`config.mk`:
```
export PLATFORM = sky130hd
export DESIGN_NAME = flash_wp_ctrl
export DESIGN_NICKNAME = d
export VERILOG_FILES = /design/src/rtl/flash_wp_pkg.sv /design/src/rtl/flash_wp_region.sv /design/src/rtl/flash_wp_decide.sv /design/src/rtl/flash_wp_status.sv /design/src/rtl/flash_wp_ctrl.sv
export SDC_FILE = /design/constraint.sdc
export NUM_CORES = 1
export LEC_CHECK = 0
export BUFFER_PORTS_ARGS = -buffer_cell sky130_fd_sc_hd__buf_2
export CORE_MARGIN = 2
export CORE_UTILIZATION = 42
export CTS_CLUSTER_SIZE = 14
export DETAILED_ROUTE_END_ITERATION = 6
export GPL_ROUTABILITY_DRIVEN = 0
export PLACE_DENSITY = 0.78
export SLEW_MARGIN = 20
export SYNTH_ARGS = -nofsm -noshare
export SYNTH_HDL_FRONTEND = slang
export SYNTH_SLANG_ARGS = --single-unit
```
`constraint.sdc`:
```
create_clock -name clk -period 2.88 [get_ports clk]
set_input_delay 0.576 -clock clk [delete_from_list [all_inputs] [get_ports clk]]
set_output_delay 0.576 -clock clk [all_outputs]
set_load 0.05 [all_outputs]
```
`src/rtl/flash_wp_pkg.sv`:
```
package flash_wp_pkg;

    typedef enum logic [2:0] {
        K_NONE,
        K_WREN,
        K_WRDI,
        K_PROG,
        K_ERASE,
        K_CHIP,
        K_SRW
    } cmd_kind_e;

    typedef struct packed {
        logic grant;
        logic reject;
    } verdict_t;

    localparam logic [7:0] OP_WREN  = 8'h06;
    localparam logic [7:0] OP_WRDI  = 8'h04;
    localparam logic [7:0] OP_PROG  = 8'h02;
    localparam logic [7:0] OP_SSE   = 8'h20;
    localparam logic [7:0] OP_SE    = 8'hD8;
    localparam logic [7:0] OP_CHIP  = 8'hC7;
    localparam logic [7:0] OP_SRW   = 8'h01;

    localparam int BIT_BUSY = 0;
    localparam int BIT_WEL  = 1;
    localparam int BIT_LOCK = 7;

    // bits a status write may change: lock and protect level
    localparam logic [7:0] SR_WMASK = 8'b1001_1100;

    function automatic cmd_kind_e decode_op(input logic [7:0] op);
        case (op)
            OP_WREN:       return K_WREN;
            OP_WRDI:       return K_WRDI;
            OP_PROG:       return K_PROG;
            OP_SSE, OP_SE: return K_ERASE;
            OP_CHIP:       return K_CHIP;
            OP_SRW:        return K_SRW;
            default:       return K_NONE;
        endcase
    endfunction

    function automatic logic is_write_kind(input cmd_kind_e k);
        return (k == K_PROG) || (k == K_ERASE) || (k == K_CHIP) || (k == K_SRW);
    endfunction

endpackage

```
`src/rtl/flash_wp_region.sv`:
```
module flash_wp_region #(
    parameter int ADDR_W = 20,
    parameter int LEVELS = 4
) (
    input  logic [2:0]        bp,
    input  logic [ADDR_W-1:0] addr,
    output logic              hit
);
    localparam int SHIFT0 = ADDR_W - LEVELS - 1;

    logic [ADDR_W-1:0] bound [1:LEVELS];

    // lower edge of the fenced region for each partial level
    for (genvar g = 1; g <= LEVELS; g++) begin : g_bound
        assign bound[g] = {ADDR_W{1'b1}} << (SHIFT0 + g);
    end

    always_comb begin
        unique case (bp)
            3'd0:    hit = 1'b0;
            3'd1:    hit = addr >= bound[1];
            3'd2:    hit = addr >= bound[2];
            3'd3:    hit = addr >= bound[3];
            3'd4:    hit = addr >= bound[4];
            default: hit = 1'b1;
        endcase
    end
endmodule

```
`src/rtl/flash_wp_decide.sv`:
```
module flash_wp_decide
    import flash_wp_pkg::*;
(
    input  cmd_kind_e  kind,
    input  logic       busy,
    input  logic       wel,
    input  logic       lock,
    input  logic [2:0] bp,
    input  logic       wp_pin,
    input  logic       hit,
    output verdict_t   verdict
);
    logic allowed;

    always_comb begin
        unique case (kind)
            K_PROG, K_ERASE: allowed = wel && !hit;
            K_CHIP:          allowed = wel && (bp == 3'd0);
            K_SRW:           allowed = wel && !(lock && !wp_pin);
            default:         allowed = 1'b0;
        endcase
        verdict.grant  = is_write_kind(kind) && !busy && allowed;
        verdict.reject = is_write_kind(kind) && !verdict.grant;
    end
endmodule

```
`src/rtl/flash_wp_status.sv`:
```
module flash_wp_status
    import flash_wp_pkg::*;
(
    input  logic       clk,
    input  logic       rst,
    input  cmd_kind_e  kind,
    input  logic       grant,
    input  logic [7:0] sr_wdata,
    input  logic       op_done,
    output logic [7:0] sr_q
);
    logic       pend_srw_q;
    logic [7:0] pend_q;

    always_ff @(posedge clk) begin
        if (rst) begin
            sr_q       <= '0;
            pend_srw_q <= 1'b0;
            pend_q     <= '0;
        end else if (sr_q[BIT_BUSY]) begin
            if (op_done) begin
                sr_q[BIT_BUSY] <= 1'b0;
                sr_q[BIT_WEL]  <= 1'b0;
                if (pend_srw_q) begin
                    sr_q[7:2] <= (sr_q[7:2] & ~SR_WMASK[7:2]) | (pend_q[7:2] & SR_WMASK[7:2]);
                end
                pend_srw_q <= 1'b0;
            end
        end else begin
            unique case (kind)
                K_WREN: sr_q[BIT_WEL] <= 1'b1;
                K_WRDI: sr_q[BIT_WEL] <= 1'b0;
                default: begin
                    if (grant) begin
                        sr_q[BIT_BUSY] <= 1'b1;
                        pend_srw_q     <= (kind == K_SRW);
                        pend_q         <= sr_wdata & {6'h3F, 2'b00} | {6'h00, pend_q[1:0]};
                    end
                end
            endcase
        end
    end
endmodule

```
`src/rtl/flash_wp_ctrl.sv`:
```
module flash_wp_ctrl
    import flash_wp_pkg::*;
#(
    parameter int ADDR_W = 20
) (
    input  logic              clk,
    input  logic              rst,
    input  logic              req_valid,
    input  logic [7:0]        req_op,
    input  logic [ADDR_W-1:0] req_addr,
    input  logic              wp_pin,
    input  logic [7:0]        sr_wdata,
    input  logic              op_done,
    output logic              grant,
    output logic              reject,
    output logic [7:0]        status
);
    cmd_kind_e  kind;
    logic       hit;
    verdict_t   verdict;
    logic [7:0] sr_q;

    assign kind = req_valid ? decode_op(req_op) : K_NONE;

    flash_wp_region #(.ADDR_W(ADDR_W)) u_region (
        .bp   (sr_q[4:2]),
        .addr (req_addr),
        .hit  (hit)
    );

    flash_wp_decide u_decide (
        .kind    (kind),
        .busy    (sr_q[BIT_BUSY]),
        .wel     (sr_q[BIT_WEL]),
        .lock    (sr_q[BIT_LOCK]),
        .bp      (sr_q[4:2]),
        .wp_pin  (wp_pin),
        .hit     (hit),
        .verdict (verdict)
    );

    flash_wp_status u_status (
        .clk      (clk),
        .rst      (rst),
        .kind     (kind),
        .grant    (verdict.grant),
        .sr_wdata (sr_wdata),
        .op_done  (op_done),
        .sr_q     (sr_q)
    );

    always_ff @(posedge clk) begin
        if (rst) begin
            grant  <= 1'b0;
            reject <= 1'b0;
        end else begin
            grant  <= verdict.grant;
            reject <= verdict.reject;
        end
    end

    assign status = {sr_q[7], 2'b00, sr_q[4:0]};
endmodule

```
==> impl_results.md <==
- Status: finished, final reports clean
- Final Cycle Share: 81.21%
- PortBufs: 28
- Inserted Clock Buffers: 3
- Number of remaining DRC errors: 0
- Io pins: 51
- CP Class: input port to flop
- Number of global-route vias before repair: approximately 690
- Die area: 2395 sq um
- Post-synth EDFFs: 0
- Post-DP HPWL: 1423 um
- Placed Cells incl. Taps: 147
- Sequential share of the synthesized area: approximately 31%
- Layout net count: approximately 170
- Setup TNS: 0 ns
- Leading area contributor after synthesis: dfxtp_1
- Slew Limit Fails: 0
- Hold Crit Class: flop to flop
- Cell Area, Placed: 992.2 sq um
- Initial core utilization: 43.69%
- Post-synth ARST share: 0%
- Largest net degree at the start of global routing: 18
- Worst-case clock skew: 0.002465 ns
- Critical path arrival: 2.52 ns
- Die boundary height: around 49 um
- Post-DR wirelength/cell: between 10 and 15 um
- VDD IR-drop max: 304.8 uV
- GR Util All Layers: between 10% and 20%
- Most common cell in the netlist: dfxtp_1
- First-pass GRT wire length: 2904 um
- WL final: 1731 um
- Die Width: 48.94 um
- Commonest cells in the netlist: 13 x dfxtp_1, 11 x nand2b_1, 9 x mux2i_1, 7 x nor2_1
- Worst-Margin Slew: 0.5372 ns
- Fillers: 196
- Fin cells: 151
- ANT cells: 0
- Clk_lat worst skew: 0.27 ns
- Via density: roughly 5.2
- Area Growth Syn to Fin: 20.06%
- DR pass1 iterations: 4
- Final Critical Period: 2.339 ns
- Initial DRC Count: 5
- Clk slew on worst S/H paths: 0.07 ns
- Cts repair resizes: 0
- Leak: ~0.45 nW
- Max_cap viols: 0
- Hold Path Depth: 2
- Startpoint types: input port
- RSZ-0062 raised after global routing: false
- Sequential cell area: 260.3 sq um
- Fmax achieved: 0.4276 GHz
- Syn Std Cell Area: 848.3 sq um
- GRT Residual Overflow: 0
- Postcts setup bufs: 0
- Endpoints failing hold: 0
- Core Rows: 16
- Sink Count: 13
- Cell area after layout: 1018 sq um
- Required @ worst endpoint: 3.06 ns
- Synth Flop Type: dfxtp_1
- Power Density: 327.7 nW/um^2
- Synthesis-stage register bit count: 13
- Max FO, Critical Path: 7
- Multi-input logic area: approximately 540 sq um
- Crit end category: flop
- CTS Root Cell: clkbuf_4
- Initial antenna violation count: 0
- Synth Instances: 96
- Reg2Reg Depth: 7
- Avg Cell Area, Syn: 8.837 sq um
- Vias: 781
- Synth unique cells: 40
- Post-synth top area share: 30.68%
- H-tree Lvls: 1
- DRT antenna net count: 0
- Pwr Total: 0.3337 mW
- Slew HR: 63.91%
- Core area: 1942 sq um
- Setup violators final: 0
- Cts hold-fix bufs: 0
- CTS tree: yes
- Synth top area cells: dfxtp_1 31%, mux2i_1 11%, nand2b_1 8.1%
- Clock Tree Buf Depth: 2
- Ys Warns: 0
- Share of cells above drive strength 1: roughly a third
where the power goes:
part           total (mW)  switching [mW]  internal, mW
logic              0.0469          0.0282        0.0187
registers           0.180       0.0000603         0.180
clock network       0.107          0.0535        0.0536
total               0.334          0.0818         0.252
through the flow:
step,util (%),hold slack [ns],setup slack (ns)
after CTS,52.45,0.4715,0.5453
after floorplan,-,0.4350,0.5471
after global routing,52.45,0.4904,0.4048
after detailed placement,51.10,0.4597,0.2708
final,52.45,0.4704,0.5412
after global placement,51.10,0.4491,0.3044
cells in the final DEF (no fill, tap or decap), types with 2 or more instances in the layout:
master    netlist  final
inv_1           3      3
a21o_1          2      2
nand2_1         4      4
buf_2           0     28
xor2_1          2      2
mux2i_1         9      9
nor3_1          5      5
dfxtp_1        13     13
nor4_1          2      2
conb_1          1      2
nor2_1          7      7
o21ai_0         2      2
nand4_1         2      2
clkbuf_4        0      3
nand2b_1       11     11
a21oi_1         3      3
logic make-up after synthesis:
kind of cell	Yosys count	share of synthesized area [%]
multiplexers	9	10.62
other	1	0.4421
XOR/XNOR	2	2.065
AO/OA/AOI/OAI	20	21.39
flip-flops	13	30.68
AND/OR/NAND/NOR	42	28.62
buffers and inverters	9	6.195
critical path: stages:
cell       delay, ns
buf_2           0.12
nor4_1          0.35
o211ai_1        0.28
o32a_1          0.41
a32oi_1         0.30
a2111oi_4       0.12
buf_4           0.20
nor3_1          0.16
final timing paths:
check | from | slack [ns] | endpoint
worst max-delay path | req_op[4] | 0.54 | reject
worst min-delay path | u_status.pend_srw_q | 0.47 | u_status.pend_srw_q
worst max register to register | u_status.sr_q[4] | 0.98 | reject
worst min register to register | u_status.pend_srw_q | 0.47 | u_status.pend_srw_q
registers in the layout (all words and copies together) (netlist names):
| name | count |
|---|---|
| u_status.sr_q | 6 |
| u_status.pend_q | 4 |
| grant | 1 |
| reject | 1 |
| u_status.pend_srw_q | 1 |
area by class of cell:
cell class / count / area share, %
multi-input cells: 75 / 52.95
clock buffers: 4 / 2.580
inverters: 3 / 1.106
well taps: 27 / 3.317
flip-flops and latches: 13 / 25.55
repair buffers: 29 / 14.50
routing by layer:
layer  vias to the layer above  GRT usage (%)  wire length (um)
met3                         2          1.534                87
met2                        24          26.03               837
met1                       351          18.82               784
met5                         -              0                 0
met4                         0          5.714                21
li1                        404              -                 -
No activity file was read; power rests on OpenSTA's default activity.
